<file path="config.mk">
export PLATFORM = sky130hd
export DESIGN_NAME = i2c_regslave
export DESIGN_NICKNAME = d
export VERILOG_FILES = /design/src/rtl/i2c_regslave_pkg.sv /design/src/rtl/i2c_regslave_filt.sv /design/src/rtl/i2c_regslave_regs.sv /design/src/rtl/i2c_regslave_engine.sv /design/src/rtl/i2c_regslave.sv
export SDC_FILE = /design/constraint.sdc
export NUM_CORES = 1
export LEC_CHECK = 0
export BUFFER_PORTS_ARGS = -buffer_cell sky130_fd_sc_hd__buf_4
export CAP_MARGIN = 15
export CELL_PAD_IN_SITES_DETAIL_PLACEMENT = 1
export CELL_PAD_IN_SITES_GLOBAL_PLACEMENT = 2
export CORE_MARGIN = 1
export CORE_UTILIZATION = 47
export DETAILED_ROUTE_END_ITERATION = 12
export PLACE_DENSITY_LB_ADDON = 0.1
export SLEW_MARGIN = 20
export SYNTH_ARGS = -nofsm -noshare
export SYNTH_HDL_FRONTEND = slang
export SYNTH_HIERARCHICAL = 1
export SYNTH_SLANG_ARGS = --single-unit
</file>
<file path="constraint.sdc">
create_clock -name clk -period 7.45 [get_ports clk]
set_clock_uncertainty 0.05 [all_clocks]
set_input_delay 0.745 -clock clk [delete_from_list [all_inputs] [get_ports clk]]
set_output_delay 0.745 -clock clk [all_outputs]
set_load 0.01 [all_outputs]
</file>
<file path="src/rtl/i2c_regslave_pkg.sv">
package i2c_regslave_pkg;

    localparam int BYTE_W = 8;

    typedef enum logic [3:0] {
        S_IDLE,
        S_ADDR,
        S_ADDR_ACK,
        S_SUB,
        S_SUB_ACK,
        S_WR,
        S_WR_ACK,
        S_FETCH,
        S_TX,
        S_TX_ACK
    } eng_state_e;

endpackage

</file>
<file path="src/rtl/i2c_regslave_filt.sv">
module i2c_regslave_filt #(
    parameter int FILT_LEN = 4
) (
    input  logic clk,
    input  logic rst_n,
    input  logic pin_raw,
    output logic pin_flt
);
    localparam int CW = $clog2(FILT_LEN + 1);

    typedef struct packed {
        logic [1:0]    sync;
        logic [CW-1:0] cnt;
        logic          flt;
    } filt_t;

    filt_t d, q;

    always_comb begin
        d      = q;
        d.sync = {q.sync[0], pin_raw};
        if (q.sync[1] == q.flt) begin
            d.cnt = '0;
        end else if (q.cnt == CW'(FILT_LEN - 1)) begin
            d.flt = q.sync[1];
            d.cnt = '0;
        end else begin
            d.cnt = q.cnt + 1'b1;
        end
    end

    always_ff @(posedge clk or negedge rst_n) begin
        if (!rst_n) begin
            q.sync <= 2'b11;
            q.cnt  <= '0;
            q.flt  <= 1'b1;
        end else begin
            q <= d;
        end
    end

    assign pin_flt = q.flt;


    glitch_reject_chk: assert property (@(posedge clk) disable iff (!rst_n)
        (q.flt != $past(q.flt)) |-> ($past(q.sync[1]) == q.flt));

endmodule

</file>
<file path="src/rtl/i2c_regslave_regs.sv">
module i2c_regslave_regs #(
    parameter int NREG = 16
) (
    input  logic       clk,
    input  logic       rst_n,
    input  logic       wr_en,
    input  logic [7:0] wr_addr,
    input  logic [7:0] wr_data,
    input  logic [7:0] rd_addr,
    output logic [7:0] rd_data,
    output logic       stretch_off,
    output logic       srst
);
    localparam int IW = $clog2(NREG);

    typedef struct packed {
        logic [NREG-1:0][7:0] mem;
        logic                 srst;
    } regs_t;

    regs_t d, q;

    always_comb begin
        d      = q;
        d.srst = 1'b0;
        if (wr_en && (wr_addr < 8'(NREG))) begin
            if (wr_addr == 8'h00) begin
                d.mem[0] = wr_data & 8'hFE;
                d.srst   = wr_data[0];
            end else begin
                d.mem[wr_addr[IW-1:0]] = wr_data;
            end
        end
    end

    always_ff @(posedge clk or negedge rst_n) begin
        if (!rst_n) begin
            q <= '0;
        end else begin
            q <= d;
        end
    end

    assign rd_data     = (rd_addr < 8'(NREG)) ? q.mem[rd_addr[IW-1:0]] : 8'h00;
    assign stretch_off = q.mem[0][1];
    assign srst        = q.srst;


    srst_pulse_chk: assert property (@(posedge clk) disable iff (!rst_n)
        srst |=> !srst);

endmodule

</file>
<file path="src/rtl/i2c_regslave_engine.sv">
module i2c_regslave_engine
    import i2c_regslave_pkg::*;
#(
    parameter logic [7:0] HI_BASE = 8'h40
) (
    input  logic       clk,
    input  logic       rst_n,
    input  logic       scl_f,
    input  logic       sda_f,
    input  logic [6:0] dev_addr,
    input  logic       stretch_off,
    input  logic       srst,
    input  logic [7:0] rd_data,
    output logic [7:0] rd_addr,
    output logic       wr_en,
    output logic [7:0] wr_addr,
    output logic [7:0] wr_data,
    output logic       fetch_req,
    output logic [7:0] fetch_addr,
    input  logic       fetch_vld,
    input  logic [7:0] fetch_data,
    output logic       scl_oe,
    output logic       sda_oe
);
    typedef struct packed {
        eng_state_e        st;
        logic [3:0]        bits;
        logic [BYTE_W-1:0] sh;
        logic [7:0]        ptr;
        logic              rnw;
        logic              mack;
        logic              sda_oe;
        logic              scl_oe;
        logic              req;
        logic [7:0]        raddr;
        logic              pend;
        logic              lvld;
        logic [7:0]        laddr;
        logic [7:0]        ldata;
        logic              scl_p;
        logic              sda_p;
        logic              wr_en;
        logic [7:0]        waddr;
    } eng_t;

    eng_t d, q;
    logic start_c, stop_c, rise_c, fall_c;

    function automatic eng_t load_byte(eng_t s);
        eng_t r = s;
        r.bits = '0;
        if (s.ptr >= HI_BASE) begin
            if (!stretch_off) begin
                r.st     = S_FETCH;
                r.scl_oe = 1'b1;
                r.req    = 1'b1;
                r.raddr  = s.ptr;
            end else begin
                r.sh = (s.lvld && (s.laddr == s.ptr)) ? s.ldata : 8'h00;
                if (!s.pend) begin
                    r.req   = 1'b1;
                    r.raddr = s.ptr;
                    r.pend  = 1'b1;
                end
                r.st     = S_TX;
                r.sda_oe = ~r.sh[7];
            end
        end else begin
            r.sh     = rd_data;
            r.sda_oe = ~rd_data[7];
            r.st     = S_TX;
        end
        return r;
    endfunction

    assign start_c = q.scl_p &  scl_f &  q.sda_p & ~sda_f;
    assign stop_c  = q.scl_p &  scl_f & ~q.sda_p &  sda_f;
    assign rise_c  = ~q.scl_p &  scl_f;
    assign fall_c  =  q.scl_p & ~scl_f;

    always_comb begin
        d       = q;
        d.req   = 1'b0;
        d.wr_en = 1'b0;
        d.scl_p = scl_f;
        d.sda_p = sda_f;

        // background fetch result (stretch-off mode)
        if (fetch_vld && q.pend) begin
            d.pend  = 1'b0;
            d.lvld  = 1'b1;
            d.laddr = q.raddr;
            d.ldata = fetch_data;
        end
        if (srst) begin
            d.pend = 1'b0;
            d.lvld = 1'b0;
        end

        if (q.st != S_FETCH && start_c) begin
            d.st     = S_ADDR;
            d.bits   = '0;
            d.sda_oe = 1'b0;
        end else if (q.st != S_FETCH && stop_c) begin
            d.st     = S_IDLE;
            d.sda_oe = 1'b0;
        end else begin
            case (q.st)
                S_ADDR, S_SUB, S_WR: begin
                    if (rise_c) begin
                        d.sh   = {q.sh[6:0], sda_f};
                        d.bits = q.bits + 4'd1;
                    end else if (fall_c && q.bits == 4'd8) begin
                        if (q.st == S_ADDR) begin
                            if (q.sh[7:1] == dev_addr) begin
                                d.sda_oe = 1'b1;
                                d.rnw    = q.sh[0];
                                d.st     = S_ADDR_ACK;
                            end else begin
                                d.st = S_IDLE;
                            end
                        end else if (q.st == S_SUB) begin
                            d.ptr    = q.sh;
                            d.sda_oe = 1'b1;
                            d.st     = S_SUB_ACK;
                        end else begin
                            d.wr_en  = 1'b1;
                            d.waddr  = q.ptr;
                            d.ptr    = q.ptr + 8'd1;
                            d.sda_oe = 1'b1;
                            d.st     = S_WR_ACK;
                        end
                    end
                end
                S_ADDR_ACK: begin
                    if (fall_c) begin
                        d.sda_oe = 1'b0;
                        if (q.rnw) begin
                            d = load_byte(d);
                        end else begin
                            d.st   = S_SUB;
                            d.bits = '0;
                        end
                    end
                end
                S_SUB_ACK, S_WR_ACK: begin
                    if (fall_c) begin
                        d.sda_oe = 1'b0;
                        d.st     = S_WR;
                        d.bits   = '0;
                    end
                end
                S_FETCH: begin
                    if (fetch_vld) begin
                        d.sh     = fetch_data;
                        d.sda_oe = ~fetch_data[7];
                        d.scl_oe = 1'b0;
                        d.st     = S_TX;
                        d.bits   = '0;
                    end
                end
                S_TX: begin
                    if (fall_c) begin
                        if (q.bits == 4'd7) begin
                            d.sda_oe = 1'b0;
                            d.ptr    = q.ptr + 8'd1;
                            d.st     = S_TX_ACK;
                        end else begin
                            d.sh     = {q.sh[6:0], 1'b0};
                            d.sda_oe = ~q.sh[6];
                            d.bits   = q.bits + 4'd1;
                        end
                    end
                end
                S_TX_ACK: begin
                    if (rise_c) begin
                        d.mack = ~sda_f;
                    end else if (fall_c) begin
                        if (q.mack) begin
                            d = load_byte(d);
                        end else begin
                            d.st = S_IDLE;
                        end
                    end
                end
                default: ;
            endcase
        end
    end

    always_ff @(posedge clk or negedge rst_n) begin
        if (!rst_n) begin
            q       <= '0;
            q.st    <= S_IDLE;
            q.scl_p <= 1'b1;
            q.sda_p <= 1'b1;
        end else begin
            q <= d;
        end
    end

    assign rd_addr    = q.ptr;
    assign wr_en      = q.wr_en;
    assign wr_addr    = q.waddr;
    assign wr_data    = q.sh;
    assign fetch_req  = q.req;
    assign fetch_addr = q.raddr;
    assign scl_oe     = q.scl_oe;
    assign sda_oe     = q.sda_oe;


    stretch_req_chk: assert property (@(posedge clk) disable iff (!rst_n)
        $rose(scl_oe) |-> fetch_req);


    release_after_data_chk: assert property (@(posedge clk) disable iff (!rst_n)
        $fell(scl_oe) |-> $past(fetch_vld));


    req_single_chk: assert property (@(posedge clk) disable iff (!rst_n)
        fetch_req |=> !fetch_req);


    no_stretch_when_off_chk: assert property (@(posedge clk) disable iff (!rst_n)
        (stretch_off && !scl_oe) |=> !scl_oe);

endmodule

</file>
<file path="src/rtl/i2c_regslave.sv">
module i2c_regslave #(
    parameter int         FILT_LEN = 4,
    parameter int         NREG     = 16,
    parameter logic [7:0] HI_BASE  = 8'h40,
    parameter logic [6:0] DEV_LO   = 7'h40,
    parameter logic [6:0] DEV_HI   = 7'h50
) (
    input  logic       clk,
    input  logic       rst_n,
    input  logic       addr_sel,
    input  logic       scl_i,
    input  logic       sda_i,
    output logic       scl_oe,
    output logic       sda_oe,
    output logic       fetch_req,
    output logic [7:0] fetch_addr,
    input  logic       fetch_vld,
    input  logic [7:0] fetch_data,
    output logic       core_srst
);
    logic [1:0] raw, flt;
    logic [7:0] rd_addr, rd_data, wr_addr, wr_data;
    logic       wr_en, stretch_off, srst;

    assign raw = {scl_i, sda_i};

    for (genvar g = 0; g < 2; g++) begin : g_line
        i2c_regslave_filt #(.FILT_LEN(FILT_LEN)) u_filt (
            .clk     (clk),
            .rst_n   (rst_n),
            .pin_raw (raw[g]),
            .pin_flt (flt[g])
        );
    end

    i2c_regslave_regs #(.NREG(NREG)) u_regs (
        .clk         (clk),
        .rst_n       (rst_n),
        .wr_en       (wr_en),
        .wr_addr     (wr_addr),
        .wr_data     (wr_data),
        .rd_addr     (rd_addr),
        .rd_data     (rd_data),
        .stretch_off (stretch_off),
        .srst        (srst)
    );

    i2c_regslave_engine #(.HI_BASE(HI_BASE)) u_engine (
        .clk         (clk),
        .rst_n       (rst_n),
        .scl_f       (flt[1]),
        .sda_f       (flt[0]),
        .dev_addr    (addr_sel ? DEV_HI : DEV_LO),
        .stretch_off (stretch_off),
        .srst        (srst),
        .rd_data     (rd_data),
        .rd_addr     (rd_addr),
        .wr_en       (wr_en),
        .wr_addr     (wr_addr),
        .wr_data     (wr_data),
        .fetch_req   (fetch_req),
        .fetch_addr  (fetch_addr),
        .fetch_vld   (fetch_vld),
        .fetch_data  (fetch_data),
        .scl_oe      (scl_oe),
        .sda_oe      (sda_oe)
    );

    assign core_srst = srst;

endmodule

</file>
# Yosys cells after proc, flatten, opt, wreduce, memory -nomap -nowiden
# Cells that the tools add are included.
# totals
reg_bits	207
inputBits	14
out_inout_bits	12
word_cells	261
# op_classes
addsub	4
order_cmp	6
eq_ne	57
n_mux	100
n_bitwise	21
n_reduce_logical	32
# op_table
operator	n
2-to-1 mux 66 bit	4
bitwise mux 128 bit	1
2-to-1 mux 10 bit	11
2-to-1 mux 8 bit	13
2-to-1 mux 38 bit	2
2-to-1 mux 9 bit	8
2-to-1 mux 62 bit	1
2-to-1 mux 58 bit	1
case mux 29 bit (2 select lines)	1
case mux 8 bit (6 select lines)	1
2-to-1 mux 40 bit	1
case mux 8 bit (5 select lines)	1
AND reduction 10 bit	4
AND reduction 11 bit	3
binary-select mux 8 bit (select 4 bit)	1
demux 8 bit (select 4 bit)	1
inequality test 4 x 1 -> 1 bit (second input constant)	8
case mux 8 bit (4 select lines)	1
2-to-1 mux 4 bit	7
case mux 9 bit (3 select lines)	1
2-to-1 mux 25 bit	1
2-to-1 mux 12 bit	2
2-to-1 mux 24 bit	1
AND reduction 12 bit	2
other kinds (49)	143

# Logic depth before layout (Yosys ltp)
# depth
word_depth	22
ltp_mapped	12
mapped_depth_nobuf	9

# Modules after synthesis
# The synthesis kept the hierarchy.
# modules_own_cells
module	instances	cells_per_inst	area_each_um2	seq_area_each_um2
i2c_regslave_regs	1	391	5964.5	3228.1
i2c_regslave_engine	1	549	4822.1	1654.1
i2c_regslave_filt	2	13	220.2	153.9
i2c_regslave	1	2	7.5	0.0

# Worst setup path before layout
# No wires, ideal clock.
# synth_path
path_kind	reg-to-reg
start	reg u_engine/q[10] in the netlist's numbering
end	reg u_engine/q[63] in the netlist's numbering
setup_time_ps	125
t_arrival_ps	2310
required_ps	7275
slack_ps	4965
path_stages_with_launch	10
n_path_buf	1
period_less_slack_ps	2485
path_cell_list	dfstp_2 > inv_1 > ha_1 > buf_2 > and4bb_1 > nand2_1 > a32o_1 > or3_1 > nand2_1 > mux2_2
# synth_between
elab_chain_len	6
word_cells_on_any_way	24
classes_between	9 x eq/ne; 2 x mux; 8 x bitwise; 5 x reduce/logical
# synth_rtl
element	line_no	rtl
from (decl)	i2c_regslave_engine.sv:46	eng_t d, q;
bitwise AND 1 bit	i2c_regslave_engine.sv:76, i2c_regslave_engine.sv:77	
bitwise AND 1 bit (on tied branches) (2 in series)	i2c_regslave_engine.sv:77, i2c_regslave_engine.sv:76	
logical AND 1 bit (on tied branches)	i2c_regslave_engine.sv:104, i2c_regslave_engine.sv:100	
inequality test 4 x 1 -> 1 bit (no line), or another cell as far along	n/a	
AND reduction 10 bit (no line) / 2-to-1 mux 8 bit (equally long branches)	n/a	
# Parallel ways exist; a longest one is shown, timed or not.
# A chain may end at the register's enable or synchronous reset.

# Final worst setup path
# layout_path
start	reg u_engine/q[63] in the netlist's numbering
end	reg u_engine.q, in the netlist u_engine/wr_data[6]
# layout_between
elab_chain_len	4
word_cells_on_any_way	25
classes_between	17 x eq/ne; 1 x mux; 2 x bitwise; 5 x reduce/logical
# layout_rtl
element	line_no	rtl
equality test 4 x 3 -> 1 bit, or another cell as far along	i2c_regslave_engine.sv:108	case (q.st)
OR reduction 3 bit, or another cell as far along	i2c_regslave_engine.sv:108	
nonzero test 5 bit (no line), or another cell as far along	n/a	
AND reduction 12 bit (no line)	n/a	
# Parallel ways exist; a longest one is shown, timed or not.

==> flow_summary.json <==
{
  "first_pass_iters": 5,
  "fin_util_pct": 52.10,
  "path_max_fanout": 32,
  "post-place-ws_ns": 4.292,
  "die_y_um": 156.6,
  "worst_slew_pin_slew_ns": 1.073,
  "place_area_um2": 11340,
  "leakage_nw": 5.553,
  "cap_violations": 0,
  "ys_seq_area_share_pct": 46.20,
  "io_buffer_count": 25,
  "cp_data_arrival_time_ns": 3.57,
  "fin_ws_ns": 4.234,
  "clock_path_buffers": 3,
  "grt.total_usage_pct": 26.75,
  "coreArea_um2": 23470,
  "crit_type": "reg2reg",
  "tritoncts": "yes",
  "synth_top_cell_area_share_pct": 44.33,
  "yosysWarnings": 6,
  "fillers": 2400,
  "fin_nets": 959,
  "slowest_delay_ns": 0.99,
  "synth.most_common_cell": "dfrtp_1",
  "drt_iter0_markers": 453,
  "cts_buffers": 25,
  "powerDensity_nw_per_um2": 332.2,
  "crit_buf_inv": 0,
  "power_mw": 4.063,
  "grt_max_degree": 125,
  "ctsHoldBuffers": 0,
  "clock_latency_ns": 0.55,
  "min_path_type": "in2async",
  "clockRootBuffer": "clkbuf_16",
  "status": "completed",
  "setup_viol": 0,
  "cts_setup_buffers": 0,
  "finalHoldViolations": 0,
  "diodes": 0,
  "rsz0062_at_grt": "false",
  "start_util_pct": 47.86,
  "htree_num_levels": 1,
  "ys_seq_elements": 207,
  "routedWlPerCell_um": 24.65,
  "max_freq_mhz": 310.9,
  "viasPerCell": 6.077,
  "avgSynthCellArea_um2": 11.61,
  "grt_pass1_vias": 8494,
  "die_area_um2": 24530,
  "async_flop_share_pct": 100.0,
  "fin_crit_sh_pct": 43.17,
  "rows": 56,
  "drc_errors": 0,
  "vias": 7724,
  "startpoint_type": "flip-flop",
  "grt_pass1_wl_um": 49910,
  "clkTransAtPathRegs_ns": 0.06,
  "dp.cells": 1227,
  "fin_crit_ns": 3.216,
  "antenna_found_initial": 0,
  "multi_input_area_um2": 5443,
  "ys_types": 82,
  "overflow": 0,
  "ir_drop_uv": 184.1,
  "required_ns": 7.81,
  "fin_area_um2": 12230,
  "synth_edf_count": 0,
  "register_area_um2": 5191,
  "synthCells": 968,
  "clock-sinks": 207,
  "syn_area_um2": 11230,
  "synth_common_cells": "dfrtp_1 (199), mux2_2 (122), nand2_1 (79), nor2_1 (44), clkbuf_1 (37)",
  "drt-total-wl_um": 31340,
  "max-slew-margin-rel_pct": 28.50,
  "dp_hpwl_um": 20520,
  "instances_no_fill": 1271,
  "cp_top_family": "simple AND/OR/NAND/NOR gates",
  "synth_top_area_cell": "dfrtp_1",
  "post_cts_resize_count": 0,
  "crit_path_top_delay_cell": "dfrtp_1",
  "critPathCaptureType": "flip-flop",
  "worst_hold_slack_ns": 0.06554,
  "slew_violations": 0,
  "layout-drive-gt1-share_pct": 28.78,
  "synth_top_flop_cell": "dfrtp_1",
  "crit_chain": "nand2b_1 -> o21a_1 -> o21ai_0 -> nand4_1 -> a311oi_1 -> a21oi_1",
  "tns_ns": 0,
  "syn2layout_area_growth_pct": 8.854,
  "die_w_um": 156.6,
  "gp_congestion": 0.9157,
  "ios": 26,
  "synth.area.top_cells": "dfrtp_1 (44%), mux2_2 (12%), mux4_2 (5.0%)",
  "ant_nets": 0
}
-- cell usage in the layout (no fill, tap or decap), types with 8 or more instances in the layout --
cell | Yosys | final
dfstp_2 | 8 | 8
inv_1 | 16 | 16
mux2_1 | 13 | 13
or3_1 | 8 | 8
xor2_1 | 13 | 13
nor3_1 | 9 | 9
nand3_1 | 17 | 17
nand2_1 | 79 | 79
ha_1 | 9 | 9
clkbuf_16 | 0 | 25
o22ai_1 | 12 | 12
nor2_2 | 10 | 10
a22oi_1 | 22 | 22
mux2_4 | 16 | 16
nand2b_1 | 11 | 11
xnor2_1 | 9 | 9
a31oi_1 | 13 | 13
nor2_1 | 44 | 44
buf_4 | 35 | 31
mux4_2 | 25 | 25
dfrtp_1 | 199 | 198
mux2i_1 | 18 | 18
o211ai_1 | 11 | 11
o21ai_0 | 21 | 21
mux2_2 | 122 | 122
a21oi_1 | 30 | 30
o21a_1 | 12 | 12
-- registers in the layout, indices dropped and copies added, names as in the netlist, 2 cells and up --
name                   cells
u_engine/q                30
g_line.u_filt/d            2
u_engine/fetch_addr        8
u_engine/rd_addr           8
u_regs/q                 127
u_engine/wr_addr           8
g_line.u_filt/q            8
u_engine/wr_data           8
g_line.u_filt/pin_flt      2
-- kinds of logic (layout without fill, tap and decap cells) --
kind of cell | Yosys count | in the layout | share of synthesized area (%)
AOI/OAI and AO/OA | 178 | 178 | 11.24
xor gates and xnor gates | 22 | 22 | 1.715
adders and majority gates | 9 | 9 | 1.002
buffers and inverters | 113 | 93 | 5.524
DFF | 207 | 207 | 46.20
muxes | 194 | 194 | 22.29
other | 2 | 6 | 0.06685
and+or+nand+nor | 243 | 243 | 11.97
-- worst paths after layout --
| path | from | endpoint | slack [ns] | cells past startpoint |
|---|---|---|---|---|
| min | rst_n | u_engine/fetch_addr[6] | 0.07 | 1 |
| max reg2reg | u_engine/q[63] | u_engine/wr_data[6] | 4.23 | 6 |
| max | u_engine/q[63] | u_engine/wr_data[6] | 4.23 | 6 |
| min in group clk | sda_i | g_line[0].u_filt/d[5] | 0.25 | 1 |
| max in group asynchronous | rst_n | u_engine/rd_addr[0] | 5.68 | 3 |
| min reg2reg | g_line[1].u_filt/d[5] | g_line[1].u_filt/q[5] | 0.31 | 0 |
-- power by group --
part / switching, mW / internal (mW) / leakage [nW]
logic: 0.826 / 0.488 / 2.32
registers: 0.256 / 1.22 / 2.81
clock network: 0.494 / 0.780 / 0.418
-- area by class of cell --
class                   count  share of cell area (%)
clock inverters             6                  0.9822
well taps                 319                   3.264
multi-input cells         652                   44.51
inverters                  16                  0.4911
repair buffers             34                   2.333
flip-flops and latches    207                   42.45
clock buffers              37                   5.975
-- layer usage --
layer,track usage (%),wire length (µm)
met5,0,0
met4,8.310,865
met3,3.323,1101
met2,46.58,15700
met1,34.67,13670
Note: power is estimated with default switching activity, not from simulation.
